<file path="src/rtl/ioredir_pkg.sv">
package ioredir_pkg;
  localparam logic [7:0] OFF_INDEX  = 8'h00;
  localparam logic [7:0] OFF_WINDOW = 8'h10;
  localparam logic [7:0] IX_ID      = 8'h00;
  localparam logic [7:0] IX_VER     = 8'h01;
  localparam logic [7:0] IX_ARB     = 8'h02;
  localparam logic [7:0] IX_TABLE   = 8'h10;
  localparam logic [7:0] VEC_LO     = 8'h10;
  localparam logic [7:0] VEC_HI     = 8'hFE;

  // Stored part of one redirection entry (status bits live outside).
  typedef struct packed {
    logic [7:0]  dest;
    logic [14:0] lo_top;    // low-half bits 31:17
    logic        mask;      // bit 16
    logic        trig;      // bit 15
    logic        polarity;  // bit 13
    logic        dst_mode;  // bit 11
    logic [2:0]  dmode;     // bits 10:8
    logic [7:0]  vector;    // bits 7:0
  } redir_t;

  localparam redir_t REDIR_RESET = '{dest: 8'h00, lo_top: 15'h0, mask: 1'b1,
                                     trig: 1'b0, polarity: 1'b0, dst_mode: 1'b0,
                                     dmode: 3'h0, vector: 8'h00};

  function automatic logic [31:0] lo_word(input redir_t e, input logic dlv, input logic irr);
    return {e.lo_top, e.mask, e.trig, irr, e.polarity, dlv, e.dst_mode, e.dmode, e.vector};
  endfunction

  function automatic logic lo_write_ok(input logic [31:0] w);
    return w[16] || ((w[7:0] >= VEC_LO) && (w[7:0] <= VEC_HI));
  endfunction
endpackage

</file>
<file path="src/rtl/ioredir_index_reg.sv">
module ioredir_index_reg (
  input  logic       clk_i,
  input  logic       rst_ni,
  input  logic       wr_i,
  input  logic [7:0] wbyte_i,
  output logic [7:0] sel_o
);
  always_ff @(posedge clk_i) begin
    if (!rst_ni)   sel_o <= 8'h00;
    else if (wr_i) sel_o <= wbyte_i;
  end

  // the index only moves on an index-register write
  a_r2_index_hold: assert property (@(posedge clk_i) disable iff (!rst_ni)
    !$past(wr_i) |-> $stable(sel_o));
endmodule

</file>
<file path="src/rtl/ioredir_entry.sv">
module ioredir_entry
  import ioredir_pkg::*;
(
  input  logic        clk_i,
  input  logic        rst_ni,
  input  logic        wr_lo_i,
  input  logic        wr_hi_i,
  input  logic [31:0] wdata_i,
  output redir_t      ent_o
);
  redir_t nxt;

  always_comb begin
    nxt = ent_o;
    if (wr_lo_i && lo_write_ok(wdata_i)) begin
      nxt.vector   = wdata_i[7:0];
      nxt.dmode    = wdata_i[10:8];
      nxt.dst_mode = wdata_i[11];
      nxt.polarity = wdata_i[13];
      nxt.trig     = wdata_i[15];
      nxt.mask     = wdata_i[16];
      nxt.lo_top   = wdata_i[31:17];
    end
    if (wr_hi_i) nxt.dest = wdata_i[31:24];
  end

  always_ff @(posedge clk_i) begin
    if (!rst_ni) ent_o <= REDIR_RESET;
    else         ent_o <= nxt;
  end

  // a refused low-half write leaves the entry unchanged
  a_r9_refused_keeps: assert property (@(posedge clk_i) disable iff (!rst_ni)
    (wr_lo_i && !wdata_i[16] && (wdata_i[7:0] < 8'h10 || wdata_i[7:0] == 8'hFF))
      |=> $stable(ent_o));
  // a low-half write never touches the destination
  a_r7_lo_keeps_dest: assert property (@(posedge clk_i) disable iff (!rst_ni)
    (wr_lo_i && !wr_hi_i) |=> $stable(ent_o.dest));
  // a high-half write never touches the vector or the mask
  a_r8_hi_keeps_lo: assert property (@(posedge clk_i) disable iff (!rst_ni)
    (wr_hi_i && !wr_lo_i) |=> ($stable(ent_o.vector) && $stable(ent_o.mask)));
endmodule

</file>
<file path="src/rtl/ioredir_rdmux.sv">
module ioredir_rdmux
  import ioredir_pkg::*;
#(
  parameter int N_ENT   = 24,
  parameter logic [7:0] VERSION = 8'h11
) (
  input  logic                off_index_i,
  input  logic                off_window_i,
  input  logic [7:0]          sel_i,
  input  logic [7:0]          id_i,
  input  redir_t [N_ENT-1:0]  ents_i,
  input  logic [N_ENT-1:0]    dlv_i,
  input  logic [N_ENT-1:0]    irr_i,
  output logic [31:0]         word_o
);
  localparam int IDX_W = $clog2(N_ENT);
  localparam logic [7:0] TBL_SPAN = 8'(2 * N_ENT);
  localparam logic [7:0] LAST_ENT = 8'(N_ENT - 1);

  logic [7:0]       tbl_off;
  logic             in_tbl;
  logic [IDX_W-1:0] ent_idx;
  logic [31:0]      win_word;

  assign tbl_off = sel_i - IX_TABLE;
  assign in_tbl  = (sel_i >= IX_TABLE) && (tbl_off < TBL_SPAN);
  assign ent_idx = tbl_off[IDX_W:1];

  always_comb begin
    win_word = 32'hFFFF_FFFF;
    if (sel_i == IX_ID)       win_word = {id_i, 24'h0};
    else if (sel_i == IX_VER) win_word = {8'h00, LAST_ENT, 8'h00, VERSION};
    else if (sel_i == IX_ARB) win_word = 32'h0;
    else if (in_tbl) begin
      if (tbl_off[0]) win_word = {ents_i[ent_idx].dest, 24'h0};
      else            win_word = lo_word(ents_i[ent_idx], dlv_i[ent_idx], irr_i[ent_idx]);
    end
  end

  always_comb begin
    if (off_index_i)       word_o = {24'h0, sel_i};
    else if (off_window_i) word_o = win_word;
    else                   word_o = 32'hFFFF_FFFF;
  end
endmodule

</file>
<file path="src/rtl/ioredir_regs.sv">
module ioredir_regs
  import ioredir_pkg::*;
#(
  parameter int ADDR_W = 12,
  parameter int N_ENT  = 24,
  parameter logic [7:0] VERSION = 8'h11
) (
  input  logic                clk_i,
  input  logic                rst_ni,
  input  logic [ADDR_W-1:0]   addr_i,
  input  logic                wr_en_i,
  input  logic                rd_en_i,
  input  logic [31:0]         wdata_i,
  output logic [31:0]         rdata_o,
  output logic                rd_valid_o,
  input  logic [N_ENT-1:0]    dlv_status_i,
  input  logic [N_ENT-1:0]    remote_irr_i,
  output logic [7:0]          id_o,
  output logic [N_ENT*8-1:0]  vector_o,
  output logic [N_ENT*3-1:0]  dmode_o,
  output logic [N_ENT-1:0]    dst_logical_o,
  output logic [N_ENT-1:0]    active_low_o,
  output logic [N_ENT-1:0]    level_o,
  output logic [N_ENT-1:0]    masked_o,
  output logic [N_ENT*8-1:0]  dest_o
);
  logic [7:0]         off;
  logic               off_index, off_window;
  logic [7:0]         sel;
  logic               wr_win;
  redir_t [N_ENT-1:0] ents;
  logic [31:0]        rd_word;

  assign off        = addr_i[7:0];
  assign off_index  = (off == OFF_INDEX);
  assign off_window = (off == OFF_WINDOW);
  assign wr_win     = wr_en_i && off_window;

  ioredir_index_reg u_index (
    .clk_i   (clk_i),
    .rst_ni  (rst_ni),
    .wr_i    (wr_en_i && off_index),
    .wbyte_i (wdata_i[7:0]),
    .sel_o   (sel)
  );

  always_ff @(posedge clk_i) begin
    if (!rst_ni)                        id_o <= 8'h00;
    else if (wr_win && sel == IX_ID)    id_o <= wdata_i[31:24];
  end

  for (genvar n = 0; n < N_ENT; n++) begin : g_ent
    localparam logic [7:0] IX_LO = 8'(16 + 2 * n);
    localparam logic [7:0] IX_HI = 8'(17 + 2 * n);

    ioredir_entry u_ent (
      .clk_i   (clk_i),
      .rst_ni  (rst_ni),
      .wr_lo_i (wr_win && sel == IX_LO),
      .wr_hi_i (wr_win && sel == IX_HI),
      .wdata_i (wdata_i),
      .ent_o   (ents[n])
    );

    assign vector_o[n*8 +: 8] = ents[n].vector;
    assign dmode_o[n*3 +: 3]  = ents[n].dmode;
    assign dst_logical_o[n]   = ents[n].dst_mode;
    assign active_low_o[n]    = ents[n].polarity;
    assign level_o[n]         = ents[n].trig;
    assign masked_o[n]        = ents[n].mask;
    assign dest_o[n*8 +: 8]   = ents[n].dest;
  end

  ioredir_rdmux #(.N_ENT(N_ENT), .VERSION(VERSION)) u_rdmux (
    .off_index_i  (off_index),
    .off_window_i (off_window),
    .sel_i        (sel),
    .id_i         (id_o),
    .ents_i       (ents),
    .dlv_i        (dlv_status_i),
    .irr_i        (remote_irr_i),
    .word_o       (rd_word)
  );

  // Read data are taken from pre-write state, so R13 holds by timing.
  always_ff @(posedge clk_i) begin
    if (!rst_ni) begin
      rd_valid_o <= 1'b0;
      rdata_o    <= 32'h0;
    end else begin
      rd_valid_o <= rd_en_i;
      if (rd_en_i) rdata_o <= rd_word;
    end
  end

  // undecoded offsets read all ones
  a_r1_unmapped_offset: assert property (@(posedge clk_i) disable iff (!rst_ni)
    (rd_valid_o && $past(rd_en_i && addr_i[7:0] != 8'h00 && addr_i[7:0] != 8'h10))
      |-> rdata_o == 32'hFFFF_FFFF);
  // version register contents
  a_r4_version: assert property (@(posedge clk_i) disable iff (!rst_ni)
    (rd_valid_o && $past(rd_en_i && addr_i[7:0] == 8'h10 && sel == 8'h01))
      |-> (rdata_o == {8'h00, 8'(N_ENT - 1), 8'h00, VERSION}));
  // unmapped indices read all ones
  a_r6_unmapped_index: assert property (@(posedge clk_i) disable iff (!rst_ni)
    (rd_valid_o && $past(rd_en_i && addr_i[7:0] == 8'h10 && sel > 8'h02 && sel < 8'h10))
      |-> rdata_o == 32'hFFFF_FFFF);
  // the ID only changes on a window write at index 0
  a_r3_id_hold: assert property (@(posedge clk_i) disable iff (!rst_ni)
    !$past(wr_en_i && addr_i[7:0] == 8'h10 && sel == 8'h00) |-> $stable(id_o));
endmodule

</file>
<file path="config.mk">
export PLATFORM = sky130hd
export DESIGN_NAME = ioredir_regs
export DESIGN_NICKNAME = d
export VERILOG_FILES = /design/src/rtl/ioredir_pkg.sv /design/src/rtl/ioredir_index_reg.sv /design/src/rtl/ioredir_entry.sv /design/src/rtl/ioredir_rdmux.sv /design/src/rtl/ioredir_regs.sv
export SDC_FILE = /design/constraint.sdc
export NUM_CORES = 2
export LEC_CHECK = 0
export ABC_CLOCK_PERIOD_IN_PS = 6200
export CORE_ASPECT_RATIO = 1.1
export CORE_UTILIZATION = 30
export CTS_BUF_LIST = sky130_fd_sc_hd__clkbuf_4 sky130_fd_sc_hd__clkbuf_8
export DETAILED_ROUTE_END_ITERATION = 10
export PLACE_DENSITY = 0.49
export SLEW_MARGIN = 20
export SYNTH_ARGS = -nofsm -noshare
export SYNTH_HDL_FRONTEND = slang
export SYNTH_HIERARCHICAL = 1
export SYNTH_SLANG_ARGS = --single-unit
export TNS_END_PERCENT = 30
</file>
<file path="constraint.sdc">
create_clock -name clk_i -period 6.2 [get_ports clk_i]
set_clock_uncertainty 0.2 [all_clocks]
set_input_delay 1.86 -clock clk_i [delete_from_list [all_inputs] [get_ports clk_i]]
set_output_delay 1.86 -clock clk_i [all_outputs]
set_load 0.01 [all_outputs]
</file>
### After elaboration in Yosys (flattened, before gate mapping)

Cells that the tools add are included.

* flip-flop bits (word level): 961
* input bits: 96
* word-level logic and storage cells: 346

* $add $sub $neg: 1
* magnitude comparators: 5
* eq/ne operators: 51
* multiplexer cells: 13
* reductions and logical operators: 80

Operators with widths (count)
* equality test 8 x 6 -> 1 bit, second input constant: 32
* 2-to-1 mux 32 bit: 7
* binary-select mux 38 bit (select 5 bit): 1
* equality test 8 x 5 -> 1 bit, second input constant: 17
* logical AND 1 bit: 77
* 2-to-1 mux 38 bit: 1
* >= comparator 8 x 5 -> 1 bit, second input constant: 2
* logical NOT 8 bit: 2
* binary-select mux 1 bit (select 5 bit): 2
* equality test 8 x 1 -> 1 bit, second input constant: 1
* equality test 8 x 2 -> 1 bit, second input constant: 1
* less-or-equal comparator 8 bit, second input constant: 1
* less-than comparator 8 x 6 -> 1 bit, second input constant: 1
* subtractor 8 x 5 -> 8 bit, second input constant: 1
* less-than comparator 5 x 6 -> 1 bit, second input constant: 1
* 2-to-1 mux 1 bit: 2
* logical OR 1 bit: 1

### Logic depth before layout (Yosys ltp)

* word-level depth: 10
* depth in mapped cells: 14
* mapped depth without buffers: 10

### Cells and area by module

Netlist, hierarchy kept.

Modules (own cells, without submodules)
* ioredir_entry: times used 24, cells each 153, area each 1508.9 um^2, sequential area each 760.7 um^2
* ioredir_rdmux: times used 1, cells each 648, area each 8323.0 um^2, sequential area each 0.0 um^2
* ioredir_regs: times used 1, cells each 228, area each 1928.1 um^2, sequential area each 820.8 um^2
* ioredir_index_reg: times used 1, cells each 25, area each 301.5 um^2, sequential area each 160.2 um^2

### Least setup slack after synthesis

Ideal clock, no wire load.

* kind: input -> register
* from: input port addr_i[1]
* to: register rdata_o[15]
* data arrival time: 3.610 ns
* data required time: 5.872 ns
* setup slack: 2.262 ns
* cell stages on the path: 9
* path buffers: 2
* cells stage by stage: nor3_1 and3_2 inv_1 or3_1 buf_2 buf_2 o31a_1 mux2i_1 nor2_1

* word-level cells in the longest chain between the ends: 3
* elaborated cells on any way between the ends: 4
* those cells by class: 1 x eq/ne; 2 x mux; 1 x reduce/logical

RTL lines
* from (decl): line ioredir_regs.sv:10 `input logic [ADDR_W-1:0] addr_i,`
* equality test 8 x 5 -> 1 bit: line ioredir_regs.sv:36 `assign off_window = (off == OFF_WINDOW);`
* via off_window: line ioredir_regs.sv:28 `logic off_index, off_window;`
* 2-to-1 mux 32 bit: line ioredir_rdmux.sv:42 `else if (off_window_i) word_o = win_word;`
* 2-to-1 mux 32 bit: line ioredir_rdmux.sv:41 `if (off_index_i) word_o = {24'h0, sel_i};`
* via rd_word[15]: line ioredir_regs.sv:32 `logic [31:0] rd_word;`
* to (signal assigned): line ioredir_regs.sv:92 `if (rd_en_i) rdata_o <= rd_word;`
* to (decl): line ioredir_regs.sv:14 `output logic [31:0] rdata_o,`

The timed path passes the listed nets, and every way through them passes these cells.
A chain may end at the register's enable or synchronous reset.

### Worst setup path after layout

* from: input port addr_i[1]
* to: register rdata_o[28]

Same word-level chain as after synthesis.

==> impl_metrics.ini <==
[run_status]
outcome = complete, no violations

[place]
placed_area_mm2 = 0.0546
gp_congestion = 0.800
place_hpwl_mm = 127
io_buffers = 682

[setup_path]
r2r_cells = 8
critical_path.startpoint = addr_i[1]
path_class = in -> reg
worstPathCellList = clkdlybuf4s50_1, nor3_1, and3_2, inv_1, or3_1, a311oi_1, a311oi_1, mux2i_1, nor2_1
worstSetupStartpointType = input port
critPathMaxStageDelay_ns = 0.76
crit_top_cell = a311oi_1
cp.arrival_ns = 4.98
cp.required_ns = 6.77
r2r_end = rdata_o[28]
regToRegSetupSlack_ns = 2.37
r2r_start = u_index/sel_o[2]
path_max_fanout = 18
endpoint_kind = flop
crit_slowest_cell = or3_1

[detailed_routing]
drt-vias-per-instance = 5.04
vias = 37100
drt_iter0_drc = 2740
routed_wl_mm = 188
avgRoutedWirePerCell_um = 25.6
drcViolationCount = 0
drtAntennaViolNets = 0
drtPass1Iterations = 5

[floorplanning]
die_height_um = 416
die_w_um = 378
coreArea_mm2 = 0.154
die_area_mm2 = 0.157
ioPinCount = 689
initial_utilization_pct = 30.3
num_rows = 151

[finish]
nets = 5258
final_area_mm2 = 0.0583
nFillCells = 15300
drive_gt1_share_pct = 14.9
areaGrowthSynthToFinish_pct = 24.8
multi_input_comb_area_mm2 = 0.0251
layout_commonest_cell = nand2_1
final_cell_mix = nand2_1, dfxtp_1, mux2i_1, clkdlybuf4s50_1, mux4_2
seqCellArea_mm2 = 0.0193

[clock_tree]
insertion_delay_ns = 0.92
htreeDepth = 4
cts-root-buf = clkbuf_8
cts_resized = 0
cts_tree = yes
cts_num_sinks = 961
numCtsBuffers = 177
cts.clk_slew.worst_paths_ns = 0.06
post_cts_buffers = 0
ctsHoldBuffers = 0
clk_path_buf_depth = 3

[min_path]
worstHoldStart = g_ent[2].u_ent/ent_o[15]
min_path_type = reg -> reg
hold_depth = 2
hold_end = g_ent[2].u_ent/ent_o[15]

[sta]
max_freq_ghz = 0.227
tns_ns = 0
slew_headroom_pct = 22.1
hold_violations = 0
worst_pin_slew_ns = 1.17
setup-violations-final = 0
timing.final.crit_period_ns = 4.41
maxSlewViolCount = 0
post-route-period-util_pct = 71.2
grt_setup_unrepaired = no

[synth]
post_synth.cell_area_avg_um2 = 10.2
ys_warn_count = 6
syn_inst = 4573
synth-compound-area-share_pct = 5.28
synth_nets = 4671
synthArstFlopShare_pct = 0
muxShareOfSynthArea_pct = 31.4
syn_area_mm2 = 0.0468
synth_seq_cells = 961
yosys.area_share.simple_pct = 17.0
synth_top_family_by_area = multiplexers
synth-xor-area-share_pct = 0
synth_seq_area_share_pct = 41.1
synth_edf_count = 0
synth_cell_types = 63
ys.flop_type = dfxtp_1
synth_fa_ha_area_share_pct = 0.0535

[grt]
grt_max_degree = 231
antenna_found_initial = 9
grt_pass1_wl_mm = 266
overflow = 0
grtUsageTotal_pct = 23.3
grt_pass1_vias = 35900

[pwr]
p_per_area_mw_per_mm2 = 230
p_leak_uw = 0.0237
max-vdd-ir-drop_uv = 165

[run]
timing.max_cap.violations = 0
==> report_power, final <==
| group | internal, uW | total, uW | leakage [uW] | switching [uW] |
|---|---|---|---|---|
| sequential | 6190 | 6200 | 0.00775 | 9.45 |
| clock | 3670 | 6570 | 0.00201 | 2900 |
| combinational | 193 | 646 | 0.0139 | 453 |
| total | 10100 | 13400 | 0.0237 | 3370 |
==> Yosys cell counts (26+ instances only) <==
master | instances | area share [%]
a32o_1 | 96 | 2.1
buf_2 | 36 | 0.39
buf_4 | 46 | 0.74
buf_8 | 26 | 0.83
clkbuf_1 | 213 | 1.7
dfxtp_1 | 961 | 41
mux2i_1 | 895 | 19
mux4_2 | 246 | 12
nand2_1 | 1293 | 10
nand3_1 | 44 | 0.47
nand4_1 | 50 | 0.67
nor2_1 | 113 | 0.91
nor2b_1 | 211 | 2.8
==> flip-flops by register name, summed over array words and instances (netlist names) <==
signal	cells
g_ent.u_ent/ent_o	912
id_o	8
rd_valid_o	1
rdata_o	32
u_index/sel_o	8
==> area by class of cell <==
class | count | area share, %
multi-input cells | 3232 | 43.0
flip-flops and latches | 961 | 33.0
repair buffers | 772 | 12.9
clock buffers | 274 | 5.83
well taps | 2065 | 4.43
clock inverters | 42 | 0.667
inverters | 16 | 0.103
diodes | 3 | 0.0129
==> through the flow <==
step	setup slack, ns	instances	utilization, %	power (uW)	hold WS [ns]
floorplan	2.26	4573	-	6630	0.235
global placement	0.939	7046	35.3	6980	0.241
detailed placement	0.927	7046	35.3	6980	0.248
CTS	1.87	7362	37.8	13600	0.256
global route	1.73	7363	37.8	13900	0.270
finish	1.79	7365	37.8	13400	0.255
==> worst max path at each step <==
stage / depth (start not counted) / slack [ns] / to
floorplan: 9 / 2.26 / rdata_o[15]
global placement: 9 / 0.94 / rdata_o[28]
detailed placement: 8 / 0.93 / g_ent[6].u_ent/ent_o[4]
CTS: 1 / 1.87 / masked_o[6]
global route: 9 / 1.73 / rdata_o[27]
finish: 9 / 1.79 / rdata_o[28]
==> logic make-up (layout without fill, tap and decap cells) <==
group / Yosys count / after routing
AO/OA/AOI/OAI: 280 / 280
adder cells (fa/ha/maj): 2 / 2
buffers and inverters: 380 / 1104
flip-flops: 961 / 961
multiplexers: 1156 / 1156
other: 0 / 3
AND/OR/NAND/NOR: 1794 / 1794
==> worst max-delay path, delay by kind of cell <==
| kind | cells | cell delay (ns) |
|---|---|---|
| mux | 1 | 0.15 |
| buf+inv | 2 | 0.48 |
| compound gates | 2 | 0.62 |
| simple gates | 4 | 1.84 |
==> routing by layer <==
metal  track usage, %  up-vias  share of wire [%]  routed length [um]
met5                0        -                  0                   0
met4             6.68        0                2.6                4870
met3             6.68      249                7.3               13700
met2             39.9     1106                 49               92600
met1             28.0    18400                 41               77300
li1                 -    17400                  -                   -
(Power assumes the default switching activity.)
